File: src/rtl/synth_ctl_pkg.sv
package synth_ctl_pkg;

    localparam int          BYTE_BITS   = 8;
    localparam logic [4:0]  ADDR_PREFIX = 5'b11000;
    localparam int          DIV_W       = 15;

    typedef enum logic [1:0] {
        ST_IDLE,
        ST_SHIFT,
        ST_ACK,
        ST_SKIP
    } rx_state_e;

    typedef struct packed {
        logic       cp_hi;
        logic [2:0] test;
        logic [1:0] ref_sel;
        logic       amp_off;
    } ctl_t;

    localparam ctl_t CTL_RESET = '{cp_hi: 1'b0, test: 3'b000, ref_sel: 2'b01, amp_off: 1'b1};

    function automatic logic addr_ok(input logic [7:0] b, input logic [1:0] sel);
        return (b[7:3] == ADDR_PREFIX) && (b[2:1] == sel) && (b[0] == 1'b0);
    endfunction

    function automatic ctl_t ctl_from_byte(input logic [6:0] b);
        ctl_t c;
        c.cp_hi   = b[6];
        c.test    = b[5:3];
        c.ref_sel = b[2:1];
        c.amp_off = b[0];
        return c;
    endfunction

endpackage

File: src/rtl/bus_line_sync.sv
module bus_line_sync #(
    parameter int STAGES = 2
) (
    input  logic clk,
    input  logic rst,
    input  logic scl_in,
    input  logic sda_in,
    output logic scl_lvl,
    output logic sda_lvl,
    output logic scl_rise,
    output logic scl_fall,
    output logic start_det,
    output logic stop_det
);
    logic [STAGES-1:0] scl_sh;
    logic [STAGES-1:0] sda_sh;
    logic              scl_prev;
    logic              sda_prev;

    for (genvar g = 0; g < STAGES; g++) begin : g_stage
        if (g == 0) begin : g_first
            always_ff @(posedge clk) begin
                if (rst) begin
                    scl_sh[g] <= 1'b1;
                    sda_sh[g] <= 1'b1;
                end else begin
                    scl_sh[g] <= scl_in;
                    sda_sh[g] <= sda_in;
                end
            end
        end else begin : g_next
            always_ff @(posedge clk) begin
                if (rst) begin
                    scl_sh[g] <= 1'b1;
                    sda_sh[g] <= 1'b1;
                end else begin
                    scl_sh[g] <= scl_sh[g-1];
                    sda_sh[g] <= sda_sh[g-1];
                end
            end
        end
    end

    always_ff @(posedge clk) begin
        if (rst) begin
            scl_prev <= 1'b1;
            sda_prev <= 1'b1;
        end else begin
            scl_prev <= scl_sh[STAGES-1];
            sda_prev <= sda_sh[STAGES-1];
        end
    end

    assign scl_lvl   = scl_sh[STAGES-1];
    assign sda_lvl   = sda_sh[STAGES-1];
    assign scl_rise  = scl_lvl & ~scl_prev;
    assign scl_fall  = ~scl_lvl & scl_prev;
    assign start_det = scl_lvl & scl_prev & sda_prev & ~sda_lvl;
    assign stop_det  = scl_lvl & scl_prev & ~sda_prev & sda_lvl;

endmodule

File: src/rtl/rx_bit_engine.sv
module rx_bit_engine
    import synth_ctl_pkg::*;
#(
    parameter int MAX_DATA = 4
) (
    input  logic       clk,
    input  logic       rst,
    input  logic       scl_lvl,
    input  logic       sda_lvl,
    input  logic       scl_rise,
    input  logic       scl_fall,
    input  logic       start_det,
    input  logic       stop_det,
    input  logic [1:0] addr_sel,
    output logic       sda_low,
    output logic       byte_vld,
    output logic [7:0] byte_data
);
    localparam int                BCW       = $clog2(BYTE_BITS + 1);
    localparam logic [BCW-1:0]    BITS_FULL = BCW'(BYTE_BITS);
    localparam int                DCW       = $clog2(MAX_DATA + 1);
    localparam logic [DCW-1:0]    DATA_MAX  = DCW'(MAX_DATA);

    rx_state_e          state;
    logic [7:0]         shreg;
    logic [BCW-1:0]     bitcnt;
    logic               in_addr;
    logic [DCW-1:0]     dcnt;

    always_ff @(posedge clk) begin
        if (rst) begin
            state     <= ST_IDLE;
            shreg     <= '0;
            bitcnt    <= '0;
            in_addr   <= 1'b0;
            dcnt      <= '0;
            sda_low   <= 1'b0;
            byte_vld  <= 1'b0;
            byte_data <= '0;
        end else begin
            byte_vld <= 1'b0;
            if (start_det) begin
                state   <= ST_SHIFT;
                bitcnt  <= '0;
                in_addr <= 1'b1;
                dcnt    <= '0;
                sda_low <= 1'b0;
            end else if (stop_det) begin
                state   <= ST_IDLE;
                sda_low <= 1'b0;
            end else begin
                unique case (state)
                    ST_SHIFT: begin
                        if (scl_rise && bitcnt < BITS_FULL) begin
                            shreg  <= {shreg[6:0], sda_lvl};
                            bitcnt <= bitcnt + 1'b1;
                        end else if (scl_fall && bitcnt == BITS_FULL) begin
                            if (in_addr) begin
                                in_addr <= 1'b0;
                                if (addr_ok(shreg, addr_sel)) begin
                                    state   <= ST_ACK;
                                    sda_low <= 1'b1;
                                end else begin
                                    state <= ST_SKIP;
                                end
                            end else if (dcnt < DATA_MAX) begin
                                state     <= ST_ACK;
                                sda_low   <= 1'b1;
                                byte_vld  <= 1'b1;
                                byte_data <= shreg;
                                dcnt      <= dcnt + 1'b1;
                            end else begin
                                state <= ST_SKIP;
                            end
                        end
                    end
                    ST_ACK: begin
                        if (scl_fall) begin
                            sda_low <= 1'b0;
                            bitcnt  <= '0;
                            state   <= ST_SHIFT;
                        end
                    end
                    default: ;
                endcase
            end
        end
    end

    AST_ACK_SET_SCL_LOW: assert property (@(posedge clk) disable iff (rst)
        $rose(sda_low) |-> !scl_lvl);
    AST_ACK_REL_SCL_LOW: assert property (@(posedge clk) disable iff (rst)
        ($fell(sda_low) && !$past(start_det) && !$past(stop_det)) |-> !scl_lvl);
    AST_START_RELEASES: assert property (@(posedge clk) disable iff (rst)
        start_det |=> !sda_low);
    AST_SKIP_SILENT: assert property (@(posedge clk) disable iff (rst)
        (state == ST_SKIP) |-> (!sda_low && !byte_vld));
    AST_DATA_LIMIT: assert property (@(posedge clk) disable iff (rst)
        dcnt <= DATA_MAX);

endmodule

File: src/rtl/pair_decoder.sv
module pair_decoder
    import synth_ctl_pkg::*;
(
    input  logic             clk,
    input  logic             rst,
    input  logic             frame_start,
    input  logic             byte_vld,
    input  logic [7:0]       byte_data,
    output logic [DIV_W-1:0] div_word,
    output ctl_t             ctl,
    output logic [3:0]       band,
    output logic             div_upd,
    output logic             ctl_upd
);
    logic       second;
    logic [7:0] hold;

    always_ff @(posedge clk) begin
        if (rst) begin
            second   <= 1'b0;
            hold     <= '0;
            div_word <= '0;
            ctl      <= CTL_RESET;
            band     <= '0;
            div_upd  <= 1'b0;
            ctl_upd  <= 1'b0;
        end else begin
            div_upd <= 1'b0;
            ctl_upd <= 1'b0;
            if (frame_start) begin
                second <= 1'b0;
            end else if (byte_vld) begin
                if (!second) begin
                    hold   <= byte_data;
                    second <= 1'b1;
                end else begin
                    second <= 1'b0;
                    if (hold[7]) begin
                        ctl     <= ctl_from_byte(hold[6:0]);
                        band    <= byte_data[3:0];
                        ctl_upd <= 1'b1;
                    end else begin
                        div_word <= {hold[6:0], byte_data};
                        div_upd  <= 1'b1;
                    end
                end
            end
        end
    end

    AST_DIV_HOLD: assert property (@(posedge clk) disable iff (rst)
        !div_upd |-> $stable(div_word));
    AST_CTL_HOLD: assert property (@(posedge clk) disable iff (rst)
        !ctl_upd |-> $stable({ctl, band}));
    AST_ONE_UPDATE: assert property (@(posedge clk) disable iff (rst)
        $onehot0({div_upd, ctl_upd}));
    AST_UPD_AFTER_BYTE: assert property (@(posedge clk) disable iff (rst)
        (div_upd || ctl_upd) |-> $past(byte_vld));

endmodule

File: src/rtl/synth_ctl_rx.sv
module synth_ctl_rx
    import synth_ctl_pkg::*;
#(
    parameter int SYNC_STAGES = 2,
    parameter int MAX_DATA    = 4
) (
    input  logic             clk,
    input  logic             rst,
    input  logic             scl_in,
    input  logic             sda_in,
    input  logic [1:0]       addr_sel,
    output logic             sda_drive_low,
    output logic [DIV_W-1:0] div_word,
    output logic             cp_hi,
    output logic [2:0]       test_bits,
    output logic [1:0]       ref_sel,
    output logic             amp_off,
    output logic [3:0]       band_on,
    output logic             div_upd,
    output logic             ctl_upd
);
    logic       scl_lvl, sda_lvl, scl_rise, scl_fall, start_det, stop_det;
    logic       byte_vld;
    logic [7:0] byte_data;
    ctl_t       ctl;

    bus_line_sync #(.STAGES(SYNC_STAGES)) u_sync (
        .clk       (clk),
        .rst       (rst),
        .scl_in    (scl_in),
        .sda_in    (sda_in),
        .scl_lvl   (scl_lvl),
        .sda_lvl   (sda_lvl),
        .scl_rise  (scl_rise),
        .scl_fall  (scl_fall),
        .start_det (start_det),
        .stop_det  (stop_det)
    );

    rx_bit_engine #(.MAX_DATA(MAX_DATA)) u_engine (
        .clk       (clk),
        .rst       (rst),
        .scl_lvl   (scl_lvl),
        .sda_lvl   (sda_lvl),
        .scl_rise  (scl_rise),
        .scl_fall  (scl_fall),
        .start_det (start_det),
        .stop_det  (stop_det),
        .addr_sel  (addr_sel),
        .sda_low   (sda_drive_low),
        .byte_vld  (byte_vld),
        .byte_data (byte_data)
    );

    pair_decoder u_decode (
        .clk         (clk),
        .rst         (rst),
        .frame_start (start_det),
        .byte_vld    (byte_vld),
        .byte_data   (byte_data),
        .div_word    (div_word),
        .ctl         (ctl),
        .band        (band_on),
        .div_upd     (div_upd),
        .ctl_upd     (ctl_upd)
    );

    assign cp_hi     = ctl.cp_hi;
    assign test_bits = ctl.test;
    assign ref_sel   = ctl.ref_sel;
    assign amp_off   = ctl.amp_off;

endmodule

File: config.mk
export PLATFORM = sky130hd
export DESIGN_NAME = synth_ctl_rx
export DESIGN_NICKNAME = d
export VERILOG_FILES = /design/src/rtl/synth_ctl_pkg.sv /design/src/rtl/bus_line_sync.sv /design/src/rtl/rx_bit_engine.sv /design/src/rtl/pair_decoder.sv /design/src/rtl/synth_ctl_rx.sv
export SDC_FILE = /design/constraint.sdc
export NUM_CORES = 1
export LEC_CHECK = 0
export ABC_AREA = 1
export BUFFER_PORTS_ARGS = -buffer_cell sky130_fd_sc_hd__buf_2
export CAP_MARGIN = 0
export CELL_PAD_IN_SITES_DETAIL_PLACEMENT = 0
export CELL_PAD_IN_SITES_GLOBAL_PLACEMENT = 1
export CORE_ASPECT_RATIO = 0.9
export CORE_MARGIN = 2
export CORE_UTILIZATION = 40
export DETAILED_ROUTE_END_ITERATION = 10
export GPL_TIMING_DRIVEN = 0
export PLACE_DENSITY = 0.88
export SLEW_MARGIN = 25
export SYNTH_ARGS = -nofsm -noshare
export SYNTH_HDL_FRONTEND = slang
export SYNTH_HIERARCHICAL = 1
export SYNTH_SLANG_ARGS = --single-unit
File: constraint.sdc
create_clock -name clk -period 2 [get_ports clk]
set_clock_uncertainty 0.2 [all_clocks]
set_input_delay 0.3 -clock clk [delete_from_list [all_inputs] [get_ports clk]]
set_output_delay 0.3 -clock clk [all_outputs]
set_load 0.05 [all_outputs]
==> results.md, run 1 <==
## Placement
* 554 — Inst Count DP
* -0.0978 ns — Place WS
* 34 — number of buffers inserted by port buffering
* 0.882 — gpl congestion
* 0.00337 mm² — area of placed instances
* 4700 µm — DP HPWL

## Logic synthesis
* 71 — post-synthesis sequential element count
* sky130_fd_sc_hd__nand2_1 — most instantiated library cell after synthesis
* 7.27 µm² — Mean Syn Cell Area
* 424 — cells after synthesis
* sky130_fd_sc_hd__dfxtp_1 (46%), sky130_fd_sc_hd__nand2_1 (12%), sky130_fd_sc_hd__nor2_1 (9.3%) — most area-consuming cells after synthesis
* 0.00308 mm² — total standard cell area after synthesis
* sky130_fd_sc_hd__dfxtp_1 — library cell with the largest summed area after synthesis
* 6 — total number of yosys warnings
* 0 — async set-or-reset flop fraction in the synthesized netlist
* sky130_fd_sc_hd__nand2_1 (96), sky130_fd_sc_hd__nor2_1 (76), sky130_fd_sc_hd__dfxtp_1 (71), sky130_fd_sc_hd__inv_1 (47), sky130_fd_sc_hd__nand3_1 (38) — commonest cells in the synthesized netlist
* sky130_fd_sc_hd__dfxtp_1 — top flip-flop cell by instance count after synthesis
* 0.461 — post-synth top area share
* 0 — number of synthesized flops with an enable pin
* 0.461 — part of the Yosys area used for sequential elements
* 435 — Syn Nets
* 33 — unique cell type count in the Yosys netlist

## Job
* 0 — number of max-cap violations

## Clocking
* 71 — clock net sink count
* 9 — TritonCTS Buffers
* sky130_fd_sc_hd__clkbuf_8 — CTS root buffer
* 0.34 ns — clock latency of the later-clocked register in the worst-skew pair
* 2 — Max clock buf depth
* 0.08 ns — Clk pin slew, worst setup/hold paths
* 3 — H-tree level count
* built — TritonCTS clock tree

## Worst setup path
* u_sync/scl_prev — startpoint of the most critical register-to-register path
* flop — launching element type of the critical path
* u_engine/byte_data[0] — terminus of the critical flop-to-flop path
* 2 — buffers plus inverters on the worst setup path
* reg2reg — Worst Path Class, Setup
* 9 — Worst R2R Path Depth
* 1.80 ns — critical path data arrival time
* simple AND/OR/NAND/NOR gates — cell class contributing the biggest share of worst-path delay
* sky130_fd_sc_hd__nand2_1 — cell repeated most along the worst path
* 0.35 ns — CP max stage delay
* flop — type of element capturing the critical path
* 0.22 ns — Worst R2R Setup Slack
* 2.03 ns — required time of the worst setup path
* 9 — largest fanout on the critical path
* sky130_fd_sc_hd__dfxtp_1 — slowest stage cell, crit path
* u_sync/scl_prev — Worst setup startpoint
* nand2_1 > nor2_1 > inv_2 > nand2_2 > nor3b_4 > nand2_4 > clkinv_4 > nand2_1 > a21oi_1 — Critical Path, Cell by Cell

## Global routing
* 0 — initial antenna violation count
* 10900 µm — first-pass GRT wire length
* 2488 — via count of the first global-routing pass
* 13 — maximum number of pins on one net before global-route repair
* 0.169 — total track usage
* 0 — overflow left after global routing

## Worst hold path
* 2 — Hold Path Cell Cnt
* u_decode/ctl_upd — Worst Hold Path EP
* in2reg — hold crit path type
* rst — start point of the worst min-delay path

## STA
* 0.225 ns — min setup slack post-route
* 0.485 ns — Tightest Pin Transition
* 0.888 — share of the clock period used by the worst path after layout
* 0 — total of endpoints with negative setup slack in the final report
* false — RSZ-0062 raised after global routing
* 0 — endpoints failing hold
* 0 — pins over their slew limit
* 563 MHz — f_max
* 1.78 ns — final critical delay including setup and external delays
* 0.675 — relative max-transition margin

## Floorplanning
* 0.00842 mm² — Die Area
* 30 — std cell rows
* 0.410 — starting density of the core
* 96.5 µm — overall die width
* 35 — I/O pin count
* 0.00751 mm² — Core Region
* 87.3 µm — y dimension of the die

## Layout
* 16.3% — P&R area growth vs syn
* 0.477 — final core utilization
* 0.00358 mm² — final standard cell area without fillers
* 482 — net count reported at finish
* 0 — Inserted Diodes
* 571 — number of standard cells in the final layout excluding fillers
* 0.171 — share of final-layout standard cells stronger than drive strength 1

## Detailed routing
* 5 — number of search-and-repair iterations in the first detailed-routing pass
* 11.0 µm — routed length per instance
* 0 — DRC violation count after routing
* 86 — number of DRC violations after detailed-routing iteration 0
* 0 — number of routed nets with antenna violations
* 6300 µm — final routed wirelength across all metal layers
* 2613 — Vias
* 4.58 — DR vias/cell

## Power
* 787 mW/mm² — power per cell area
* 0.563 mV — peak supply drop
* 1.60 nW — leakage dissipation

## Run status
* finished, final reports clean — outcome

## sequential cells by signal (all words and copies together), names as in the netlist, 2 cells and up
register,flops
u_engine/dcnt,3
u_engine/byte_data,8
u_decode/band,4
u_engine/state,2
u_engine/shreg,8
u_decode/div_word,15
u_decode/hold,8
u_decode/ctl,7
u_engine/bitcnt,4
## where the power goes
part / total [W] / switching (W) / leakage, nW / internal [W]
clock network: 0.00110 / 0.000537 / 0.0953 / 0.000566
registers: 0.00146 / 0.0000196 / 0.574 / 0.00144
logic: 0.000255 / 0.000172 / 0.929 / 0.0000837
## placed cells by master (no fill, tap or decap), drive strengths merged
cell	count
buf	45
or2	5
o31ai	1
o21ai	5
nand3b	1
nor3b	2
dfxtp	71
a21oi	35
nor2	80
inv	53
a211oi	5
a21o	1
nand2	99
nand3	39
clkbuf	12
clkinvlp	1
clkinv	5
dlygate4sd3	2
nor3	4
nand4	3
ha	5
bufinv	1
## stage by stage
stage	power [W]	TNS (ns)	hold slack (ns)
floorplan	0.00169	0	0.172
global placement	0.00174	-1.22	0.191
detailed placement	0.00174	-1.98	0.195
CTS	0.00285	0	0.0487
global route	0.00296	0	0.0626
finish	0.00282	0	0.0540
## metal layers
metal | up-vias | GRT usage | wire length [µm] | part of all wire
li1 | 1418 | - | - | -
met1 | 1151 | 0.215 | 3170 | 0.50
met2 | 38 | 0.273 | 2830 | 0.45
met3 | 6 | 0.0597 | 228 | 0.036
met4 | 0 | 0.0461 | 74 | 0.012
met5 | - | 0 | 0 | 0
## cells by family after synthesis
| logic type | after synthesis | synth area share |
|---|---|---|
| buffers and inverters | 68 | 0.0999 |
| flip-flops | 71 | 0.461 |
| AO/OA/AOI/OAI | 47 | 0.0833 |
| adder cells (fa/ha/maj) | 5 | 0.0203 |
| AND/OR/NAND/NOR | 233 | 0.335 |
## repair_timing
action / in CTS / in global routing
setup buffers: 0 / 0
hold buffers: 2 / 0
pin swaps: 0 / 0
gates resized for setup: 1 / 1
hold endpoints to repair: 2 / 0
endpoints found under the setup margin: 51 / 1
## worst max path at each step
| stage | endpoint | slack, ns | cells past startpoint |
|---|---|---|---|
| 5_1_grt | u_engine/bitcnt[2] | 0.02 | 7 |
| 3_3_place_gp | u_engine/byte_data[6] | -0.07 | 10 |
| 4_1_cts | u_engine/byte_data[0] | 0.11 | 10 |
| 3_5_place_dp | u_engine/byte_data[0] | -0.1 | 10 |
| 2_1_floorplan | u_engine/byte_data[2] | 0.27 | 9 |
| 6_report | u_engine/byte_data[0] | 0.22 | 9 |
## final cells by class
| cell class | instances | area [µm²] |
|---|---|---|
| flip-flops and latches | 71 | 1420 |
| well taps | 96 | 120 |
| clock inverters | 6 | 61.3 |
| repair buffers | 36 | 190 |
| multi-input cells | 285 | 1360 |
| plain buffers | 14 | 100 |
| inverters | 54 | 208 |
| fillers | 787 | 3920 |
| clock buffers | 9 | 124 |
No activity file was read; power rests on OpenSTA's default activity.
==> inputs of run 2 (changes only) <==
Settings changed: BUFFER_PORTS_ARGS -buffer_cell sky130_fd_sc_hd__buf_2 to -buffer_cell sky130_fd_sc_hd__buf_4, SETUP_SLACK_MARGIN set to 0.4.
==> run 2 against run 1 <==
Sequential share of layout area decreased by 3.5 points. Critical path depth down 1. Via count grew 4.9%. Global-route usage increased by 0.14 points. Utilization is 5.3 points higher. Clock-buffer cell count unchanged. Maximum frequency up 7.6%. Final area is 11% higher. Largest cell class is now multi-input gates. Largest power group unchanged. Highest routed layer unchanged.
==> results.md, run 2 (synthesis results as in run 1) <==
## Floorplanning
* 0.00842 mm² — Die Area, unchanged
* 35 — I/O pin count, unchanged
* 30 — std cell rows, unchanged
* 96.5 µm — overall die width, unchanged
* 87.3 µm — y dimension of the die, unchanged
* 0.00751 mm² — Core Region, unchanged
* 0.410 — starting density of the core, unchanged

## Global routing
* 0 — overflow left after global routing, unchanged
* 2404 — via count of the first global-routing pass, -3.4%
* 0.171 — total track usage, +0.00138
* 10900 µm — first-pass GRT wire length, -0.38%
* 0 — initial antenna violation count, unchanged
* 14 — maximum number of pins on one net before global-route repair, +1

## Detailed routing
* 89 — number of DRC violations after detailed-routing iteration 0, +3.5%
* 11.8 µm — routed length per instance, +6.7%
* 2741 — Vias, +4.9%
* 5 — number of search-and-repair iterations in the first detailed-routing pass, unchanged
* 0 — DRC violation count after routing, unchanged
* 0 — number of routed nets with antenna violations, unchanged
* 6840 µm — final routed wirelength across all metal layers, +8.6%
* 4.72 — DR vias/cell, +3.1%

## Placement
* 34 — number of buffers inserted by port buffering, unchanged
* 0.154 ns — Place WS, +0.252 ns
* 4680 µm — DP HPWL, -0.47%
* 0.825 — gpl congestion, -6.5%
* 0.00346 mm² — area of placed instances, +2.6%

## Clocking
* 0.07 ns — Clk pin slew, worst setup/hold paths, about the same
* 2 — Max clock buf depth, unchanged
* 0.35 ns — clock latency of the later-clocked register in the worst-skew pair, about the same
* 71 — clock net sink count, unchanged
* built — TritonCTS clock tree
* 9 — TritonCTS Buffers, unchanged
* 3 — H-tree level count, unchanged
* sky130_fd_sc_hd__clkbuf_8 — CTS root buffer

## Power
* 0.248 — Switching Fraction, -0.00999
* 0.460 — sequential power share, -0.058
* 0.00320 W — post-layout power, +13%
* 0.000795 W — net switching power, +9.1%
* 804 mW/mm² — power per cell area, +2.2%
* 1.68 nW — leakage dissipation, +5.1%
* 0.431 — part of the power in the clock network, +0.039
* 0.00240 W — design internal power, +15%
* 0.109 — Gate power share, +0.018
* 0.438 mV — peak supply drop, -22%

## Worst setup path
* flop — launching element type of the critical path
* 0.35 ns — Worst R2R Setup Slack, +0.13 ns
* 2.09 ns — required time of the worst setup path, +0.06 ns
* reg2reg — Worst Path Class, Setup
* 8 — largest fanout on the critical path, -1
* flop — type of element capturing the critical path
* 1.74 ns — critical path data arrival time, -0.06 ns

## Layout
* 0.00398 mm² — final standard cell area without fillers, +11%
* 0.268 — share of final-layout standard cells stronger than drive strength 1, +0.0975
* sky130_fd_sc_hd__nand2_1 (88), sky130_fd_sc_hd__nor2_1 (71), sky130_fd_sc_hd__dfxtp_1 (63), sky130_fd_sc_hd__buf_4 (42), sky130_fd_sc_hd__nand3_1 (38) — most used cells in the layout excluding fill and tap cells
* sky130_fd_sc_hd__nand2_1 — leading cell type in the layout, fill and taps excluded
* 29.2% — P&R area growth vs syn
* u_decode/div_word — Most flops, register
* 728 — fill cell count, -7.5%
* 491 — net count reported at finish, +1.9%
* 0 — Inserted Diodes, unchanged
* 15 — Largest register FFs, unchanged

## Run status
* finished, final reports clean — outcome

## STA
* 0.0229 ns — worst hold slack across all endpoints, -0.0311 ns
* 0 — total of endpoints with negative setup slack in the final report, unchanged
* 1.65 ns — final critical delay including setup and external delays, -0.126 ns
* true — RSZ-0062 raised after global routing
* 0.825 — share of the clock period used by the worst path after layout, -0.0631
* 606 MHz — f_max, +7.6%
* 0.351 ns — min setup slack post-route, +0.126 ns
* 0.693 — relative max-transition margin, +0.0180
* 0 — endpoints failing hold, unchanged
* 0 ns — setup TNS after final layout, unchanged
* 0.458 ns — Tightest Pin Transition, -0.0269 ns
* 0 — pins over their slew limit, unchanged

## Job
* 0 — number of max-cap violations, unchanged

## Worst hold path
* in2reg — hold crit path type

## run 2: what timing repair did
action	in CTS	in global routing
cloned	1	0
buffers inserted	4	3
gates resized for setup	18	45
pin swaps	2	15
hold endpoints to repair	3	0
setup endpoints to repair	61	55
hold buffers	3	0
## run 2: cell type report
type | count | area (µm²) | share of cell area
Clock inverter | 7 | 121 | 0.0305
Buffer | 14 | 108 | 0.0270
Sequential cell | 71 | 1440 | 0.362
Multi-Input combinational cell | 286 | 1520 | 0.382
Tap cell | 96 | 120 | 0.0302
Timing Repair Buffer | 44 | 338 | 0.0849
Clock buffer | 9 | 124 | 0.0311
Inverter | 54 | 210 | 0.0528
## run 2: critical path: stages (launching register included)
cell                       delay, ns
sky130_fd_sc_hd__dfxtp_4        0.36
sky130_fd_sc_hd__inv_2          0.06
sky130_fd_sc_hd__ha_4           0.18
sky130_fd_sc_hd__inv_1          0.12
sky130_fd_sc_hd__nor3_4         0.26
sky130_fd_sc_hd__nand2_4        0.11
sky130_fd_sc_hd__clkinv_4       0.09
sky130_fd_sc_hd__nand2_1        0.07
sky130_fd_sc_hd__a21oi_2        0.12
## run 2: routing by layer
layer | track usage | up-vias | wire length, µm
met5 | 0 | - | 0
met3 | 0.0338 | 13 | 281
met2 | 0.275 | 51 | 3190
met4 | 0.0883 | 0 | 159
li1 | - | 1454 | -
met1 | 0.216 | 1223 | 3220
## run 2: stage by stage
stage / util / cells
after floorplan: - / 424
after global placement: 0.461 / 554
after detailed placement: 0.461 / 554
after CTS: 0.509 / 578
after global routing: 0.530 / 581
final: 0.530 / 581
## run 2: path summary, 6_finish.rpt
check                                       start                     to  cells after the start
worst max-delay path            u_engine/state[1]  u_engine/byte_data[1]                      8
worst min register to register   u_sync/scl_sh[0]         u_sync/scl_lvl                      1
worst min-delay path                          rst       u_sync/sda_sh[0]                      2
worst max register to register  u_engine/state[1]  u_engine/byte_data[1]                      8
## run 2: power by group through the flow
stage | clock network, W | registers, W | logic [W]
after floorplan | 0 | 0.00150 | 0.000182
after global placement | 0 | 0.00149 | 0.000249
after detailed placement | 0 | 0.00149 | 0.000254
after CTS | 0.00142 | 0.00146 | 0.000282
after global routing | 0.00147 | 0.00147 | 0.000395
final | 0.00138 | 0.00147 | 0.000349
